### src/rtl/phy_scan_pkg.sv
package phy_scan_pkg;

   typedef enum logic [2:0] {
      SC_IDLE  = 3'd0,
      SC_RD1   = 3'd1,
      SC_RD2   = 3'd2,
      SC_MATCH = 3'd3,
      SC_WAIT  = 3'd4
   } scan_state_t;

endpackage

### src/rtl/phy_pass_timer.sv
module phy_pass_timer #(
   parameter int TOTAL = 1000000
) (
   input  logic clk,
   input  logic rst_n,
   input  logic load,
   output logic expire
);
   localparam int CW = $clog2(TOTAL + 1);

   logic [CW-1:0] cnt;

   always_ff @(posedge clk) begin
      if (!rst_n) begin
         cnt <= '0;
      end else if (load) begin
         cnt <= CW'(TOTAL);
      end else if (cnt != '0) begin
         cnt <= cnt - 1'b1;
      end
   end

   // Fires in the last waiting cycle, so the wait lasts TOTAL cycles.
   assign expire = (cnt == CW'(1));
endmodule

### src/rtl/phy_id_match.sv
module phy_id_match #(
   parameter int ID_W        = 32,
   parameter int TABLE_DEPTH = 6,
   parameter logic [TABLE_DEPTH-1:0][ID_W-1:0] TABLE = '0
) (
   input  logic [ID_W-1:0] id,
   output logic            hit
);
   logic [TABLE_DEPTH-1:0] live;
   logic [TABLE_DEPTH-1:0] eq;

   // An entry is live while no zero entry precedes or equals it.
   for (genvar i = 0; i < TABLE_DEPTH; i++) begin : g_entry
      if (i == 0) begin : g_first
         assign live[i] = (TABLE[i] != '0);
      end else begin : g_rest
         assign live[i] = live[i-1] && (TABLE[i] != '0);
      end
      assign eq[i] = live[i] && (TABLE[i] == id);
   end

   assign hit = |eq;
endmodule

### src/rtl/phy_scan_fsm.sv
module phy_scan_fsm
   import phy_scan_pkg::*;
#(
   parameter int ADDR_W     = 5,
   parameter int REG_W      = 5,
   parameter int DATA_W     = 16,
   parameter int MAX_PASSES = 11,
   parameter int ID1_REG    = 2,
   parameter int ID2_REG    = 3
) (
   input  logic                  clk,
   input  logic                  rst_n,
   input  logic                  start,
   input  logic                  ack,
   input  logic [DATA_W-1:0]     rdata,
   input  logic                  hit,
   input  logic                  expire,
   output logic                  timer_load,
   output logic                  req_valid,
   output logic [ADDR_W-1:0]     req_addr,
   output logic [REG_W-1:0]      req_reg,
   output logic                  busy,
   output logic                  done,
   output logic                  sel_valid,
   output logic [ADDR_W-1:0]     sel_addr,
   output logic [2*DATA_W-1:0]   id_raw,
   output logic                  known,
   output logic                  missing
);
   localparam int          PW       = $clog2(MAX_PASSES + 1);
   localparam logic [ADDR_W-1:0] LAST_ADDR = {ADDR_W{1'b1}};
   localparam logic [DATA_W-1:0] ABSENT    = {DATA_W{1'b1}};

   scan_state_t       state;
   logic [ADDR_W-1:0] addr_q;
   logic [PW-1:0]     pass_q;
   logic              have_q;

   wire empty_reply = (rdata == ABSENT);
   wire last_addr   = (addr_q == LAST_ADDR);
   wire last_pass   = (pass_q == PW'(MAX_PASSES));

   always_ff @(posedge clk) begin
      if (!rst_n) begin
         state     <= SC_IDLE;
         addr_q    <= '0;
         pass_q    <= '0;
         have_q    <= 1'b0;
         done      <= 1'b0;
         sel_valid <= 1'b0;
         id_raw    <= '0;
         known     <= 1'b0;
         missing   <= 1'b0;
      end else begin
         done <= 1'b0;
         unique case (state)
            SC_IDLE: begin
               if (start) begin
                  if (have_q) begin
                     done <= 1'b1;
                  end else begin
                     addr_q    <= '0;
                     pass_q    <= PW'(1);
                     sel_valid <= 1'b0;
                     missing   <= 1'b0;
                     known     <= 1'b0;
                     id_raw    <= '0;
                     state     <= SC_RD1;
                  end
               end
            end
            SC_RD1: begin
               if (ack) begin
                  if (!empty_reply) begin
                     id_raw[2*DATA_W-1:DATA_W] <= rdata;
                     state <= SC_RD2;
                  end else if (!last_addr) begin
                     addr_q <= addr_q + 1'b1;
                  end else if (last_pass) begin
                     missing <= 1'b1;
                     done    <= 1'b1;
                     state   <= SC_IDLE;
                  end else begin
                     pass_q <= pass_q + 1'b1;
                     state  <= SC_WAIT;
                  end
               end
            end
            SC_RD2: begin
               if (ack) begin
                  id_raw[DATA_W-1:0] <= rdata;
                  state <= SC_MATCH;
               end
            end
            SC_MATCH: begin
               known     <= hit;
               sel_valid <= 1'b1;
               have_q    <= 1'b1;
               done      <= 1'b1;
               state     <= SC_IDLE;
            end
            SC_WAIT: begin
               if (expire) begin
                  addr_q <= '0;
                  state  <= SC_RD1;
               end
            end
            default: state <= SC_IDLE;
         endcase
      end
   end

   assign timer_load = (state == SC_RD1) && ack && empty_reply && last_addr && !last_pass;
   assign req_valid  = (state == SC_RD1) || (state == SC_RD2);
   assign req_addr   = addr_q;
   assign req_reg    = (state == SC_RD2) ? REG_W'(ID2_REG) : REG_W'(ID1_REG);
   assign busy       = (state != SC_IDLE);
   assign sel_addr   = addr_q;
endmodule

### src/rtl/phy_scan_ctrl.sv
module phy_scan_ctrl #(
   parameter int ADDR_W      = 5,
   parameter int REG_W       = 5,
   parameter int DATA_W      = 16,
   parameter int MAX_PASSES  = 11,
   parameter int DELAY_MS    = 10,
   parameter int CLKS_PER_MS = 100000,
   parameter int ID1_REG     = 2,
   parameter int ID2_REG     = 3,
   parameter int TABLE_DEPTH = 6,
   parameter logic [TABLE_DEPTH-1:0][2*DATA_W-1:0] KNOWN_IDS = {
      32'h0000_0000, 32'h0022_5510, 32'h0000_0000,
      32'h0181_B8A0, 32'h0007_C0F1, 32'h0001_2340}
) (
   input  logic                clk,
   input  logic                rst_n,
   input  logic                start,
   output logic                mreq_valid,
   output logic [ADDR_W-1:0]   mreq_addr,
   output logic [REG_W-1:0]    mreq_reg,
   input  logic                mreq_ack,
   input  logic [DATA_W-1:0]   mreq_rdata,
   output logic                busy,
   output logic                done,
   output logic                addr_valid,
   output logic [ADDR_W-1:0]   found_addr,
   output logic [2*DATA_W-1:0] phy_id,
   output logic                id_known,
   output logic                not_found
);
   localparam int ID_W  = 2 * DATA_W;
   localparam int TOTAL = DELAY_MS * CLKS_PER_MS;

   if (ADDR_W < 1 || REG_W < 2 || DATA_W < 1) begin : g_bad_width
      $error("phy_scan_ctrl: address, register or data width out of range");
   end
   if (MAX_PASSES < 1 || TABLE_DEPTH < 1) begin : g_bad_count
      $error("phy_scan_ctrl: pass count and table depth must be at least 1");
   end
   if (TOTAL < 1) begin : g_bad_delay
      $error("phy_scan_ctrl: retry delay must be at least one clock");
   end
   if (ID1_REG == ID2_REG || ID1_REG >= 2**REG_W || ID2_REG >= 2**REG_W) begin : g_bad_reg
      $error("phy_scan_ctrl: identifier register codes invalid");
   end

   logic            timer_load;
   logic            expire;
   logic            hit;
   logic [ID_W-1:0] id_raw;
   logic [ADDR_W-1:0] sel_addr;

   phy_scan_fsm #(
      .ADDR_W(ADDR_W), .REG_W(REG_W), .DATA_W(DATA_W),
      .MAX_PASSES(MAX_PASSES), .ID1_REG(ID1_REG), .ID2_REG(ID2_REG)
   ) u_fsm (
      .clk(clk), .rst_n(rst_n), .start(start),
      .ack(mreq_ack), .rdata(mreq_rdata), .hit(hit), .expire(expire),
      .timer_load(timer_load),
      .req_valid(mreq_valid), .req_addr(mreq_addr), .req_reg(mreq_reg),
      .busy(busy), .done(done), .sel_valid(addr_valid),
      .sel_addr(sel_addr), .id_raw(id_raw),
      .known(id_known), .missing(not_found)
   );

   phy_pass_timer #(.TOTAL(TOTAL)) u_timer (
      .clk(clk), .rst_n(rst_n), .load(timer_load), .expire(expire)
   );

   phy_id_match #(
      .ID_W(ID_W), .TABLE_DEPTH(TABLE_DEPTH), .TABLE(KNOWN_IDS)
   ) u_match (
      .id(id_raw), .hit(hit)
   );

   assign found_addr = addr_valid ? sel_addr : '0;
   assign phy_id     = addr_valid ? id_raw : '0;
endmodule

### config.mk
export PLATFORM = sky130hd
export DESIGN_NAME = phy_scan_ctrl
export DESIGN_NICKNAME = d
export VERILOG_FILES = /design/src/rtl/phy_scan_pkg.sv /design/src/rtl/phy_pass_timer.sv /design/src/rtl/phy_id_match.sv /design/src/rtl/phy_scan_fsm.sv /design/src/rtl/phy_scan_ctrl.sv
export SDC_FILE = /design/constraint.sdc
export NUM_CORES = 1
export LEC_CHECK = 0
export ABC_CLOCK_PERIOD_IN_PS = 3460
export BUFFER_PORTS_ARGS = -buffer_cell sky130_fd_sc_hd__buf_2
export CELL_PAD_IN_SITES_DETAIL_PLACEMENT = 1
export CELL_PAD_IN_SITES_GLOBAL_PLACEMENT = 2
export CORE_UTILIZATION = 32
export CTS_CLUSTER_DIAMETER = 200
export DETAILED_ROUTE_END_ITERATION = 8
export HOLD_SLACK_MARGIN = 0.03
export PLACE_DENSITY = 0.81
export SETUP_SLACK_MARGIN = 0.5
export SLEW_MARGIN = 0
export SYNTH_ARGS = -nofsm -noshare
export SYNTH_HDL_FRONTEND = slang
export SYNTH_SLANG_ARGS = --single-unit
### constraint.sdc
create_clock -name clk -period 3.46 [get_ports clk]
set_clock_uncertainty 0.2 [all_clocks]
set_input_delay 0.519 -clock clk [delete_from_list [all_inputs] [get_ports clk]]
set_output_delay 0.519 -clock clk [all_outputs]
set_load 0.01 [all_outputs]
Word-level counts from Yosys, hierarchy flattened --
Cells that the tools add are included.
Operators by class: add/sub/neg operators 3, equality and inequality tests 23, multiplexer cells 51, bitwise gates (word level) 1, reductions and logical operators 23
Operators with widths (number):
- two-way mux 32 bit | 3
- one-hot mux 16 bit (2 select lines) | 2
- two-way mux 16 bit | 3
- two-way mux 20 bit | 2
- two-way mux 5 bit | 7
- equality test 17 x 32 -> 1 bit (first input constant) | 1
- equality test 19 x 32 -> 1 bit (first input constant) | 1
- equality test 25 x 32 -> 1 bit (first input constant) | 1
- two-way mux 3 bit | 8
- two-way mux 4 bit | 6
- AND reduction 7 bit | 3
- equality test 20 x 1 -> 1 bit (second input constant) | 1
- nonzero test 20 bit | 1
- subtractor 20 x 1 -> 20 bit (second input constant) | 1
- equality test 16 bit (second input constant) | 1
- != test 2 bit (second input constant) | 8
- one-hot mux 5 bit (3 select lines) | 1
- two-way mux 1 bit | 13
- one-hot mux 3 bit (4 select lines) | 1
- one-hot mux 4 bit (2 select lines) | 1
- nonzero test 2 bit | 4
- equality test 3 x 2 -> 1 bit (second input constant) | 2
- != test 2 x 1 -> 1 bit (second input constant) | 3
- one-hot mux 1 bit (2 select lines) | 3
- other kinds (20) | 24
Word-level totals: register bits 69, input bits 20, output and inout port bits 53

Longest topological paths before layout --
depth after elaboration 6, mapped depth 8, depth with buffers taken out 8

Hierarchy --
Synthesis repeated with hierarchy kept, for this count alone.
Unflattened totals: cell total of the unflattened synthesis 471, area, all modules 3942.5 um^2
Modules (own cells, without submodules):
- phy_scan_fsm | instances 1, cells an instance 287, area an instance 2413.6 um^2
- phy_pass_timer | instances 1, cells an instance 123, area an instance 1074.8 um^2
- phy_scan_ctrl | instances 1, cells an instance 40, area an instance 292.8 um^2
- phy_id_match | instances 1, cells an instance 21, area an instance 161.4 um^2

Least setup slack after synthesis --
OpenSTA, ideal clock, no wires.
kind reg2reg, start register u_fsm.addr_q[0] (netlist: u_fsm.req_addr[0]), end register u_fsm.addr_q[0] (netlist: u_fsm.req_addr[0]), arrival time 2374 ps, data required time 3144 ps, slack 770 ps, stages on the path, launching flop included 9, path buffers 0, clock period less this slack 2690 ps, cells stage by stage dfxtp_1 > ha_1 > and3_1 > ha_1 > or3b_2 > a221oi_1 > a21boi_0 > a211oi_1 > a31o_2
Between the ends: longest elaborated chain between the ends 5, elaborated cells on any way between the ends 8
Ends and longest elaborated chain:
- start, declared | RTL line phy_scan_fsm.sv:35 | logic [ADDR_W-1:0] addr_q;
- start signal, assigned | RTL line phy_scan_fsm.sv:78 | addr_q <= addr_q + 1'b1;
- adder 5 x 1 -> 5 bit | RTL line phy_scan_fsm.sv:78
- two-way mux 5 bit | RTL line phy_scan_fsm.sv:77 | end else if (!last_addr) begin
- two-way mux 5 bit | RTL line phy_scan_fsm.sv:74 | if (!empty_reply) begin
- two-way mux 5 bit | RTL line phy_scan_fsm.sv:73 | if (ack) begin
- one-hot mux 5 bit (3 select lines) | RTL line phy_scan_fsm.sv:56 | unique case (state)
Several ways; a longest one is shown, not always the timed one. The select of a mux whose other input is x is not followed. A chain may end at the register's enable or synchronous reset.

Worst setup path after layout --
Same ends and word-level chain as after synthesis.

==> results.md <==
- Worst EP arrival: 2.86 ns
- Asr flop ratio synth: 0
- Setup TNS: 0 ns
- XOR/XNOR Fraction of Synth Area: 0.0168
- Final Cell Area: 4360 sq um
- Iteration-0 DRC Markers: 88
- Post-Route Utilization: 0.397
- Initial antenna violation count: 0
- IO Count: 73
- CP required: 3.49 ns
- Hold_ws: 0.270 ns
- Final WL: 11100 microns
- Comb power frac: 0.402
- Yosys cell types: 65
- M3 GR Usage: 0.0466
- Adder-Cell Fraction of Synth Area: 0.0172
- Crit path max fanout: 6
- M2 GR Usage: 0.340
- Yosys reg bits: 69
- WL/cell: 17.0 microns
- Vias in the first global route: 3531
- Share of the synthesized area in the top cell type: 0.379
- Most frequent cells in the layout: 73 x nor2_1, 69 x dfxtp_1, 68 x buf_2
- Drt pass-1 iters: 4
- Die W: 109 microns
- Sw Pwr: 1.36 mW
- Number of synthesized flops with an enable pin: 0
- Tmin final: 2.83 ns
- Clk_lat worst skew: 0.33 ns
- IO Port Bufs: 68
- TritonCTS buffer count: 9
- Total GRT Usage: 0.199
- Nets: 533
- Sequential-to-total area share from yosys stat: 0.379
- Post-synthesis simple-gate area fraction: 0.319
- Die H: 109 microns
- Leakage: 1.77 nW
- Crit path launch type: flip-flop
- PostCTS Resize Cnt: 1
- Post CTS Setup Buffer Count: 0
- # Max-Cap Violations: 0
- Total Power: 3.30 mW
- Final setup fails: 0
- Root Driver: clkbuf_16
- Synth-to-layout area growth: 19.6%
- Worst setup EP type: flip-flop
- Synth warn: 0
- Most common cell after layout, fill and taps aside: nor2_1
- DRC: 0
- Largest family of logic cells by synthesized area: simple AND/OR/NAND/NOR gates
- Vias: 3544
- Proportion of layout cells with a drive suffix above 1: 0.212
- Placed inst area: 4080 sq um
- Area of the mapped netlist: 3650 sq um
- Sink Count: 69
- Synth area leaders: dfxtp_1 38%, nor2_1 7.5%, and2_1 6.9%
- P_int: 1.94 mW
- Fin. Hold Viols: 0
- CTS H-tree lvls: 3
- GRT Residual Overflow: 0
- Worst Tran Pin Value: 1.10 ns
- Post-Syn Area per Cell: 8.12 sq um
- Die ar.: 11800 sq um
- Post-synthesis cell count: 449
- Seq pwr share: 0.338
- Period utilization: 0.817
- Ant. Diodes: 0
- Core area: 11000 sq um
- Worst vdd ir: 0.304 mV
- Clk pwr share: 0.260
- Via density: 5.43
- Mux share of post-synthesis cell area: 0.00549
- Outcome: finished clean
- Area leader, netlist: dfxtp_1
- Initial core utilization: 0.332
- Pin count of the biggest net entering global routing: 36
- Synth Area in Compound Gates: 0.207
- WS Path Type: flip-flop to flip-flop
- Global Route met1 Usage: 0.253
- Maximum buffer depth of the clock tree: 2
- Fin. max-slew vios: 0
- Clk slew on worst S/H paths: 0.06 ns
- Slew headroom: 0.268
- Main flop type after synthesis: dfxtp_1
- CTS tree: built
- Num rows: 38
- Pwr dens: 756 nW/um^2
- GRT Max-Usage Layer: met2
- Post-DP HPWL: 8060 microns
- First-pass GRT wire length: 18100 microns
- Post-route ant nets: 0
- Hold-fix buffers, CTS: 0
- Hold crit path type: flip-flop to flip-flop
- RSZ-0062 raised after global routing: false
- Max Clock Freq: 354 MHz
- Net Sw Frac: 0.413
- Placer congestion estimate: 0.785
## worst max-delay path: stages (launching register included)
cell	delay, ns
dfxtp_1	0.34
ha_1	0.24
and3_1	0.19
ha_1	0.25
or3b_2	0.49
a221oi_2	0.31
a21boi_1	0.33
a211oi_1	0.12
a31o_2	0.24
## registers in the layout, summed over array words and instances (netlist names)
register         count
u_fsm.id_raw        32
u_timer.cnt         20
u_fsm.req_addr       5
u_fsm.pass_q         4
u_fsm.state          3
u_fsm.done           1
u_fsm.have_q         1
u_fsm.known          1
u_fsm.missing        1
u_fsm.sel_valid      1
## synth_stat cells, types with 2 or more instances
cell type  instances
nor2_1            73
dfxtp_1           69
and2_1            40
nand2_1           35
a21oi_1           27
clkbuf_1          19
a22oi_1           17
nor3_1            10
or4_1             10
inv_1              9
nor4_1             9
o21ai_0            9
nand4_1            8
or3_1              8
buf_4              5
ha_1               5
o211ai_1           5
o31a_1             5
o31ai_1            5
a211oi_1           4
a31oi_1            4
nand3_1            4
xnor2_1            4
a31o_2             3
and3_1             3
buf_6              3
nand2b_1           3
o2111ai_1          3
xor2_1             3
a311oi_1           2
buf_2              2
conb_1             2
mux2i_1            2
nand3b_1           2
nand4b_1           2
nor4_4             2
o211a_1            2
o21ai_1            2
o22ai_1            2
or3b_2             2
## logic make-up (layout without fill, tap and decap cells)
logic type | Yosys count | after routing
flops | 69 | 69
simple gates | 219 | 219
fa+ha+maj | 5 | 5
mux | 2 | 2
xor+xnor | 7 | 7
compound gates | 105 | 105
buf+inv | 40 | 102
other cells | 2 | 4
## metal layers
layer	vias to the layer above	share of wire
li1	1724	-
met1	1741	0.46
met2	72	0.49
met3	7	0.045
met4	0	0.0084
met5	-	0
## final cells by class
class,instances,area (sq um)
Fill cell,1341,6620
Multi-Input combinational cell,342,2090
Sequential cell,69,1380
Timing Repair Buffer,76,400
Clock buffer,9,225
Tap cell,140,175
Clock inverter,7,51.3
Inverter,10,37.5
## power groups by stage
stage / clock network (mW) / logic, mW / registers (mW)
2_1_floorplan: 0 / 1.05 / 1.08
3_3_place_gp: 0 / 1.28 / 1.12
3_5_place_dp: 0 / 1.32 / 1.13
4_1_cts: 0.878 / 1.33 / 1.11
5_1_grt: 0.911 / 1.46 / 1.14
6_report: 0.859 / 1.32 / 1.11
## final timing paths
check | from | to | slack [ns] | cells past startpoint
worst max-delay path | u_fsm.req_addr[0] | u_fsm.req_addr[0] | 0.63 | 8
worst min-delay path | u_fsm.have_q | u_fsm.have_q | 0.27 | 2
worst max register to register | u_fsm.req_addr[0] | u_fsm.req_addr[0] | 0.63 | 8
worst min register to register | u_fsm.have_q | u_fsm.have_q | 0.27 | 2
## stage by stage
| step | setup WS (ns) | cells |
|---|---|---|
| 2_1_floorplan | 0.770 | 451 |
| 3_3_place_gp | 0.636 | 637 |
| 3_5_place_dp | 0.519 | 637 |
| 4_1_cts | 0.586 | 653 |
| 5_1_grt | 0.505 | 653 |
| 6_report | 0.632 | 653 |
Note: power is estimated with default switching activity, not from simulation.
